--- config.mk ---
export PLATFORM = sky130hd
export DESIGN_NAME = rgb2yuv_matrix
export DESIGN_NICKNAME = d
export VERILOG_FILES = /design/src/rtl/rgb2yuv_pkg.sv /design/src/rtl/rgb2yuv_coef_bank.sv /design/src/rtl/rgb2yuv_chan.sv /design/src/rtl/rgb2yuv_matrix.sv
export SDC_FILE = /design/constraint.sdc
export NUM_CORES = 2
export LEC_CHECK = 0
export ABC_AREA = 1
export BUFFER_PORTS_ARGS = -buffer_cell sky130_fd_sc_hd__buf_2
export CAP_MARGIN = 20
export CORE_UTILIZATION = 55
export CTS_CLUSTER_SIZE = 8
export DETAILED_ROUTE_END_ITERATION = 10
export PLACE_DENSITY_LB_ADDON = 0.12
export RECOVER_POWER = 25
export SETUP_SLACK_MARGIN = 0.2
export SLEW_MARGIN = 10
export SYNTH_ARGS = -nofsm -noshare
export SYNTH_HDL_FRONTEND = slang
export SYNTH_SLANG_ARGS = --single-unit
--- constraint.sdc ---
create_clock -name clk -period 7.2 [get_ports clk]
set_input_delay 0.36 -clock clk [delete_from_list [all_inputs] [get_ports clk]]
set_output_delay 0.36 -clock clk [all_outputs]
set_load 0.03 [all_outputs]
--- src/rtl/rgb2yuv_pkg.sv ---
package rgb2yuv_pkg;

    localparam int NCH      = 3;
    localparam int NTERM    = 4;
    localparam int NREG     = NCH * NTERM;
    localparam int CTRL_IDX = NREG;
    localparam int CFG_AW   = 4;

    typedef enum logic [0:0] {
        CB_SYNCED  = 1'b0,
        CB_PENDING = 1'b1
    } cb_state_e;

    // Power-up matrix, row-major: Y, U, V; each row m_r, m_g, m_b, offset.
    function automatic logic [13:0] reset_coef(input int idx);
        case (idx)
            0:       return 14'h0107;
            1:       return 14'h0204;
            2:       return 14'h0064;
            3:       return 14'h0108;
            4:       return 14'h3F69;
            5:       return 14'h3ED6;
            6:       return 14'h01C1;
            7:       return 14'h0808;
            8:       return 14'h01C1;
            9:       return 14'h3E88;
            10:      return 14'h3FB8;
            11:      return 14'h0808;
            default: return 14'h0000;
        endcase
    endfunction

endpackage

--- src/rtl/rgb2yuv_coef_bank.sv ---
module rgb2yuv_coef_bank
    import rgb2yuv_pkg::*;
#(
    parameter int COEF_W = 14
) (
    input  logic                     clk,
    input  logic                     rst_n,
    input  logic                     cfg_we,
    input  logic [CFG_AW-1:0]        cfg_addr,
    input  logic [COEF_W-1:0]        cfg_wdata,
    input  logic                     sof_take,
    output logic [NREG*COEF_W-1:0]   coef_act,
    output logic [NREG*COEF_W-1:0]   coef_use,
    output logic                     en_act,
    output logic                     en_use,
    output logic                     pending
);

    cb_state_e st_q, st_d;
    logic      hit;
    logic      load;
    logic      sh_en_q;
    logic      ac_en_q;

    assign hit = cfg_we && (cfg_addr <= CFG_AW'(CTRL_IDX));

    // state register
    always_ff @(posedge clk) begin
        if (!rst_n) st_q <= CB_SYNCED;
        else        st_q <= st_d;
    end

    // next state
    always_comb begin
        st_d = st_q;
        unique case (st_q)
            CB_SYNCED:  st_d = hit ? CB_PENDING : CB_SYNCED;
            CB_PENDING: st_d = hit ? CB_PENDING :
                               (sof_take ? CB_SYNCED : CB_PENDING);
            default:    st_d = CB_SYNCED;
        endcase
    end

    // outputs of the state machine
    always_comb begin
        load    = (st_q == CB_PENDING) && sof_take;
        pending = (st_q == CB_PENDING);
    end

    genvar i;
    generate
        for (i = 0; i < NREG; i++) begin : g_reg
            logic [COEF_W-1:0] sh_r;
            logic [COEF_W-1:0] ac_r;
            always_ff @(posedge clk) begin
                if (!rst_n) begin
                    sh_r <= COEF_W'($signed(reset_coef(i)));
                end else if (cfg_we && cfg_addr == CFG_AW'(i)) begin
                    sh_r <= cfg_wdata;
                end
            end
            always_ff @(posedge clk) begin
                if (!rst_n) begin
                    ac_r <= COEF_W'($signed(reset_coef(i)));
                end else if (load) begin
                    ac_r <= sh_r;
                end
            end
            assign coef_act[i*COEF_W +: COEF_W] = ac_r;
            assign coef_use[i*COEF_W +: COEF_W] = load ? sh_r : ac_r;
        end
    endgenerate

    always_ff @(posedge clk) begin
        if (!rst_n) begin
            sh_en_q <= 1'b0;
        end else if (cfg_we && cfg_addr == CFG_AW'(CTRL_IDX)) begin
            sh_en_q <= cfg_wdata[0];
        end
    end

    always_ff @(posedge clk) begin
        if (!rst_n)    ac_en_q <= 1'b0;
        else if (load) ac_en_q <= sh_en_q;
    end

    assign en_act = ac_en_q;
    assign en_use = load ? sh_en_q : ac_en_q;

endmodule

--- src/rtl/rgb2yuv_chan.sv ---
module rgb2yuv_chan
    import rgb2yuv_pkg::*;
#(
    parameter int PIX_W    = 8,
    parameter int COEF_W   = 14,
    parameter int MUL_FRAC = 10,
    parameter int OFF_FRAC = 4
) (
    input  logic                      clk,
    input  logic                      rst_n,
    input  logic                      adv,
    input  logic [NCH*PIX_W-1:0]      pix_in,
    input  logic [NTERM*COEF_W-1:0]   row,
    input  logic                      byp_in,
    input  logic [PIX_W-1:0]          pass_in,
    output logic [PIX_W-1:0]          res
);

    localparam int PROD_W = COEF_W + PIX_W + 1;
    localparam int SUM_W  = PROD_W + 3;
    localparam int SHIFT  = MUL_FRAC - OFF_FRAC;
    localparam logic signed [SUM_W-1:0] PMAX = SUM_W'((2 ** PIX_W) - 1);

    logic signed [PROD_W-1:0] p_q [NCH];
    logic signed [SUM_W-1:0]  off_q;
    logic signed [SUM_W-1:0]  sum_q;
    logic signed [SUM_W-1:0]  scaled;
    logic [PIX_W-1:0]         clip;
    logic [PIX_W-1:0]         pass1_q, pass2_q;
    logic                     byp1_q, byp2_q;

    // stage 1: products and scaled offset
    always_ff @(posedge clk) begin
        if (!rst_n) begin
            for (int k = 0; k < NCH; k++) p_q[k] <= '0;
            off_q   <= '0;
            byp1_q  <= 1'b0;
            pass1_q <= '0;
        end else if (adv) begin
            for (int k = 0; k < NCH; k++) begin
                p_q[k] <= PROD_W'($signed(row[k*COEF_W +: COEF_W])) *
                          PROD_W'($signed({1'b0, pix_in[(NCH-1-k)*PIX_W +: PIX_W]}));
            end
            off_q   <= SUM_W'($signed(row[(NTERM-1)*COEF_W +: COEF_W])) <<< SHIFT;
            byp1_q  <= byp_in;
            pass1_q <= pass_in;
        end
    end

    // stage 2: sum with offset
    always_ff @(posedge clk) begin
        if (!rst_n) begin
            sum_q   <= '0;
            byp2_q  <= 1'b0;
            pass2_q <= '0;
        end else if (adv) begin
            sum_q   <= SUM_W'(p_q[0]) + SUM_W'(p_q[1]) + SUM_W'(p_q[2]) + off_q;
            byp2_q  <= byp1_q;
            pass2_q <= pass1_q;
        end
    end

    // stage 3: floor, clamp, bypass select
    assign scaled = sum_q >>> MUL_FRAC;

    always_comb begin
        if (scaled[SUM_W-1])   clip = '0;
        else if (scaled > PMAX) clip = '1;
        else                   clip = scaled[PIX_W-1:0];
    end

    always_ff @(posedge clk) begin
        if (!rst_n)   res <= '0;
        else if (adv) res <= byp2_q ? pass2_q : clip;
    end

endmodule

--- src/rtl/rgb2yuv_matrix.sv ---
module rgb2yuv_matrix
    import rgb2yuv_pkg::*;
#(
    parameter int PIX_W    = 8,
    parameter int COEF_W   = 14,
    parameter int MUL_FRAC = 10,
    parameter int OFF_FRAC = 4
) (
    input  logic                  clk,
    input  logic                  rst_n,
    input  logic                  cfg_we,
    input  logic [CFG_AW-1:0]     cfg_addr,
    input  logic [COEF_W-1:0]     cfg_wdata,
    input  logic                  in_valid,
    output logic                  in_ready,
    input  logic [NCH*PIX_W-1:0]  in_pix,
    input  logic                  in_sof,
    input  logic                  in_eol,
    output logic                  out_valid,
    input  logic                  out_ready,
    output logic [NCH*PIX_W-1:0]  out_pix,
    output logic                  out_sof,
    output logic                  out_eol
);

    localparam int DEPTH = 3;

    logic                    adv;
    logic                    in_take;
    logic                    sof_take;
    logic [NREG*COEF_W-1:0]  coef_act;
    logic [NREG*COEF_W-1:0]  coef_use;
    logic                    en_act;
    logic                    en_use;
    logic                    cfg_pending;
    logic [DEPTH-1:0]        vld_q;
    logic [DEPTH-1:0]        sof_q;
    logic [DEPTH-1:0]        eol_q;

    assign adv      = !vld_q[DEPTH-1] || out_ready;
    assign in_ready = adv;
    assign in_take  = in_valid && adv;
    assign sof_take = in_take && in_sof;

    rgb2yuv_coef_bank #(.COEF_W(COEF_W)) u_bank (
        .clk       (clk),
        .rst_n     (rst_n),
        .cfg_we    (cfg_we),
        .cfg_addr  (cfg_addr),
        .cfg_wdata (cfg_wdata),
        .sof_take  (sof_take),
        .coef_act  (coef_act),
        .coef_use  (coef_use),
        .en_act    (en_act),
        .en_use    (en_use),
        .pending   (cfg_pending)
    );

    // valid and sideband travel through the same three stages
    always_ff @(posedge clk) begin
        if (!rst_n) begin
            vld_q <= '0;
            sof_q <= '0;
            eol_q <= '0;
        end else if (adv) begin
            vld_q <= {vld_q[DEPTH-2:0], in_valid};
            sof_q <= {sof_q[DEPTH-2:0], in_sof};
            eol_q <= {eol_q[DEPTH-2:0], in_eol};
        end
    end

    genvar c;
    generate
        for (c = 0; c < NCH; c++) begin : g_ch
            rgb2yuv_chan #(
                .PIX_W    (PIX_W),
                .COEF_W   (COEF_W),
                .MUL_FRAC (MUL_FRAC),
                .OFF_FRAC (OFF_FRAC)
            ) u_chan (
                .clk     (clk),
                .rst_n   (rst_n),
                .adv     (adv),
                .pix_in  (in_pix),
                .row     (coef_use[c*NTERM*COEF_W +: NTERM*COEF_W]),
                .byp_in  (!en_use),
                .pass_in (in_pix[(NCH-1-c)*PIX_W +: PIX_W]),
                .res     (out_pix[(NCH-1-c)*PIX_W +: PIX_W])
            );
        end
    endgenerate

    assign out_valid = vld_q[DEPTH-1];
    assign out_sof   = sof_q[DEPTH-1];
    assign out_eol   = eol_q[DEPTH-1];

endmodule

# Yosys cells after proc, flatten, opt, wreduce, memory -nomap -nowiden
# Memory sizes are Yosys's and may differ from the RTL's.
# Cells that the tools add are included.
# W data, S select, Z words.
# word_totals
ramBits	207
inputBits	49
output_inout_bits	28
register_bits	542
n_memories	3
# mem_list
name	words	width	rd	rd_clocked_by_memory_dff	write_ports	line	text
g_ch[0].u_chan.p_q	3	23	3	0	3	rgb2yuv_chan.sv:24	logic signed [PROD_W-1:0] p_q [NCH];
g_ch[1].u_chan.p_q	3	23	3	0	3	rgb2yuv_chan.sv:24	
g_ch[2].u_chan.p_q	3	23	3	0	3	rgb2yuv_chan.sv:24	
# classes
order_cmp	4
addsub	9
eq_ne	12
mux	39
reduce_logical	21
multipliers	9
bitwise_logic	10
# ops
op	n
$mul A14 B9 Y23	9
$mux W23	9
$mux W14	12
$add A26 B20 Y26	3
$add A24 B23 Y25	3
$add A23 B23 Y24	3
$mux W8	9
$gt A16 B9 Y1 const B	3
$eq A4 B4 Y1 const B	5
$logic_and A1 B1 Y1	17
$eq A4 B3 Y1 const B	4
$or A1 B1 Y1	9
$eq A4 B2 Y1 const B	2
$mux W1	8
$eq A4 B1 Y1 const B	1
$le A4 B4 Y1 const B	1
$logic_not A4 Y1	1
$logic_not A1 Y1	2
$pmux W1 S2	1
$logic_or A1 B1 Y1	1
$not A1 Y1	1

# Depth between registers and ports, before layout
# logic_depth
word_depth	8
ltp_mapped	32

# Cells and area by module
# From an unflattened synthesis, not the netlist that was laid out.
# unflattened
hier_cells	9796
area_unflattened_um2	73092.6
# by_module_without_submodules
module	instances	seq_area_each_um2	cells_per_inst	area_per_inst_um2
rgb2yuv_chan at g_ch[1].u_chan	1	3193.1	2593	19811.5
rgb2yuv_chan at g_ch[0].u_chan	1	3193.1	2593	19730.2
rgb2yuv_chan at g_ch[2].u_chan	1	3193.1	2555	19597.5
rgb2yuv_coef_bank	1	6786.5	1996	13548.0
rgb2yuv_matrix	1	180.2	59	405.4

# Worst setup path before layout
# Ideal clock, no wire load.
# synth_timing
path_type	register to register
start	reg vld_q[2]
end	mem g_ch[0].u_chan.p_q[0][0] in the netlist's numbering, enable pin
setup_slack_ns	-0.300
synth_period_minus_slack_ns	7.500
required_ns	6.548
stages_incl_launch_ff	8
setup_time_ns	0.652
path_buffers	2
t_arrival_ns	6.848
cell_sequence	dfxtp_1 -> inv_1 -> nor2_4 -> inv_4 -> nor2_2 -> inv_1 -> clkbuf_1 -> clkbuf_1
# synth_lines
item	line	text
start, declared	rgb2yuv_matrix.sv:36	logic [DEPTH-1:0] vld_q;
start signal, assigned	rgb2yuv_matrix.sv:66	vld_q <= {vld_q[DEPTH-2:0], in_valid};
end, declared	rgb2yuv_chan.sv:24	

==> results_dict.tcl <==
set metrics [dict create \
    layout.area.seq_um2 16500 \
    run_status "finished, violations left" \
    internal_power_mw 13.8 \
    timing.final.ws_setup_ns 0.797 \
    grt_max_degree 167 \
    fin_crit_ns 6.40 \
    cp_slowest_cell "fa_1" \
    layout-drive-gt1-share 0.0576 \
    cpMostUsedCell "inv_1" \
    kind_of_critical_path "flip-flop to flip-flop" \
    route.detailed.wl_per_inst_um 18.9 \
    report.final.hold_viol_count 0 \
    coreArea_um2 126000 \
    cts.clk_slew.worst_paths_ns 0.05 \
    p_leak_nw 38.5 \
    cts.repair_timing.setup_buffer_count 0 \
    clock_network_latency_to_the_later_pin_of_the_worst_skew_pair_ns 0.75 \
    worstReg2RegStart "vld_q[2]" \
    p_per_area_nw_per_um2 378 \
    tightestPinTransition_ns 4.07 \
    cp_top_family "adder cells" \
    vdd.ir_drop.worst_uv 300 \
    track_usage 0.313 \
    final_antenna_net_count 0 \
    holdCritPathClass "primary input to flip-flop" \
    sequentialPowerShare 0.196 \
    portBuffers 76 \
    hold-path-endpoint "u_bank.g_reg[11].ac_r[3]" \
    rr_worst_depth 25 \
    grt_antenna_before_repair 10 \
    rows 130 \
    maxCapViolations 2 \
    route.final.wire_length_um 196000 \
    clock_net_sink_count 719 \
    routed_via_density 5.37 \
    syn_to_final_growth_pct 7.20 \
    max_freq_ghz 0.156 \
    violations "max-capacitance violations, max-slew violations" \
    path_buf_inv 10 \
    path_depth 25 \
    timing.rr.end "g_ch[1].u_chan.p_q[0][45]" \
    cts-root-buf "clkbuf_16" \
    worst_path_largest_cell_delay_ns 0.74 \
    finalSetupViolCount 0 \
    start_util 0.555 \
    clock_power_share 0.164 \
    finalCritPeriodShare 0.889 \
    cts_bufs_inserted 103 \
    final_net_count 10200 \
    ys_seq_area_frac 0.236 \
    cts_tree "done" \
    drc 0 \
    switchingPower_mw 14.4 \
    worstPathArrival_ns 6.98 \
    grt_pass1_wl_um 307000 \
    multi_input_combinational_cell_area_um2 44800 \
    first_iter_violations 4472 \
    synth_area_per_cell_um2 8.03 \
    yosys-top-cells-area "fa_1 (25%), dfxtp_1 (15%), inv_1 (10%), ha_1 (9.6%), edfxtp_1 (8.9%)" \
    synth-seq-cells 719 \
    synth_common_cells "inv_1 (1869), nand2_1 (1437), nor2_1 (1092), fa_1 (876), ha_1 (537)" \
    hold_path_startpoint "rst_n" \
    detail_route.first_pass.iterations 6 \
    yosys.area.top_type_share 0.251 \
    syn_nets 10200 \
    yosys_synthesis_warning_count 0 \
    syn_area_um2 69800 \
    dp_hpwl_um 151000 \
    io_pins 77 \
    synthCells 8695 \
    routed-via-count 55900 \
    grt_pass1_vias 54700 \
    max-clock-path-buffers 3 \
    power_switching_share 0.511 \
    yosys.cell_count.top_type "inv_1" \
    worstPathMaxFanout 43 \
    synth-edff-count 207 \
    htree_levels 3 \
    final_cell_count_no_fill 10400 \
    synth_flop_cell "dfxtp_1" \
    relative_contribution_of_combinational_cells_to_total_power 0.641 \
    cp_data_required_time_ns 7.77 \
    number_of_filler_instances_in_the_final_layout 11600 \
    timing.setup.tns_ns 0 \
    share_of_flip_flops_with_an_asynchronous_set_or_reset_after_synthesis 0 \
    worst_setup_path_end_kind "flip-flop" \
    place.gp.congestion 0.938 \
    synth_top_area_cell "fa_1" \
    grt_setup_unrepaired "no" \
    floorplan.die.width_um 358 \
    die_outline_area_um2 128000 \
    timing.critical_path.from_type "flip-flop" \
    ys_types 68 \
    dpl.cell_count 10200 \
    holdPathStages 2 \
    overflow 0 \
    max_slew_margin -1.73 \
    die_y_um 358 \
    pre_cts_slack_ns 0.862 \
    finClkSkew_ns 0.0716 \
    timing_max_transition_violations_final 142 \
    rrSetupSlack_ns 0.80 \
    holdWs_ns 0.0298 \
]
==> timing repair <==
action,in CTS,in global routing
setup endpoints to repair,0,0
gates resized for setup,0,0
hold buffers,5,0
endpoints found under the hold margin,5,0
==> area by class of cell <==
class | count | area share
Tap cell | 1650 | 0.0276
Clock inverter | 9 | 0.00294
Antenna cell | 13 | 0.000435
Clock buffer | 145 | 0.0377
Timing Repair Buffer | 165 | 0.0143
Sequential cell | 719 | 0.220
Inverter | 1948 | 0.0979
Multi-Input combinational cell | 5760 | 0.599
==> power by group through the flow <==
stage | Clock, mW | Sequential, mW | Combinational (mW)
after global routing | 4.87 | 5.59 | 20.5
after global placement | 0 | 5.60 | 17.7
after CTS | 4.71 | 5.53 | 18.0
after detailed placement | 0 | 5.61 | 17.8
after floorplan | 0 | 5.42 | 12.8
final | 4.63 | 5.53 | 18.1
==> cells in the final DEF, fill, tap and decap left out, drive strengths merged, types with 201 or more instances in the layout <==
| cell type | instances |
|---|---|
| ha | 537 |
| nand3 | 201 |
| o21ai | 646 |
| nor2 | 1096 |
| dfxtp | 512 |
| edfxtp | 207 |
| a21oi | 491 |
| inv | 1933 |
| nand2 | 1462 |
| fa | 876 |
==> registers in the layout, indices dropped and copies added, names as in the netlist, 24 cells and up <==
| register | cells |
|---|---|
| g_ch.u_chan.p_q | 207 |
| u_bank.g.ac_r | 168 |
| u_bank.g.sh_r | 168 |
| g_ch.u_chan.sum_q | 48 |
| g_ch.u_chan.off_q | 42 |
| g_ch.u_chan.pass1_q | 24 |
| g_ch.u_chan.pass2_q | 24 |
| g_ch.u_chan.res | 24 |
==> through the flow <==
| step | total power [mW] | utilization | area [um^2] |
|---|---|---|---|
| floorplan | 18.2 | - | 69800 |
| finish | 28.3 | 0.595 | 74800 |
| detailed placement | 23.4 | 0.571 | 71800 |
| global route | 30.9 | 0.595 | 74800 |
| global placement | 23.3 | 0.571 | 71800 |
| CTS | 28.2 | 0.595 | 74900 |
==> how the worst max path moves through the flow <==
| stage | startpoint | to | slack [ns] |
|---|---|---|---|
| 6_report | vld_q[2] | g_ch[1].u_chan.p_q[0][45] | 0.80 |
| 5_1_grt | vld_q[2] | g_ch[1].u_chan.p_q[0][45] | 0.28 |
| 4_1_cts | vld_q[2] | g_ch[1].u_chan.p_q[0][45] | 0.93 |
| 3_5_place_dp | out_ready | g_ch[1].u_chan.p_q[0][45] | 0.86 |
| 3_3_place_gp | out_ready | g_ch[1].u_chan.p_q[0][45] | 0.98 |
| 2_1_floorplan | vld_q[2] | g_ch[2].u_chan.p_q[0][68] | 1.71 |
==> layer usage <==
| metal | track usage | share of wire | wire, um | vias up |
|---|---|---|---|---|
| met1 | 0.432 | 0.44 | 86000 | 27100 |
| li1 | - | - | - | 26800 |
| met4 | 0.122 | 0.039 | 7720 | 2 |
| met3 | 0.0639 | 0.080 | 15600 | 305 |
| met5 | 0 | 0.000066 | 13 | - |
| met2 | 0.484 | 0.44 | 87000 | 1775 |
==> logic make-up (layout without fill, tap and decap cells) <==
group / Yosys count / after routing / share of synthesized area
and+or+nand+nor: 2868 / 2868 / 0.164
adders and majority gates: 1413 / 1413 / 0.348
xor gates and xnor gates: 100 / 100 / 0.0125
other: 0 / 13 / 0
AOI/OAI and AO/OA: 1334 / 1334 / 0.110
DFF: 719 / 719 / 0.236
buffers and inverters: 2216 / 2267 / 0.122
muxes: 45 / 45 / 0.00896
Note: power is estimated with default switching activity, not from simulation.
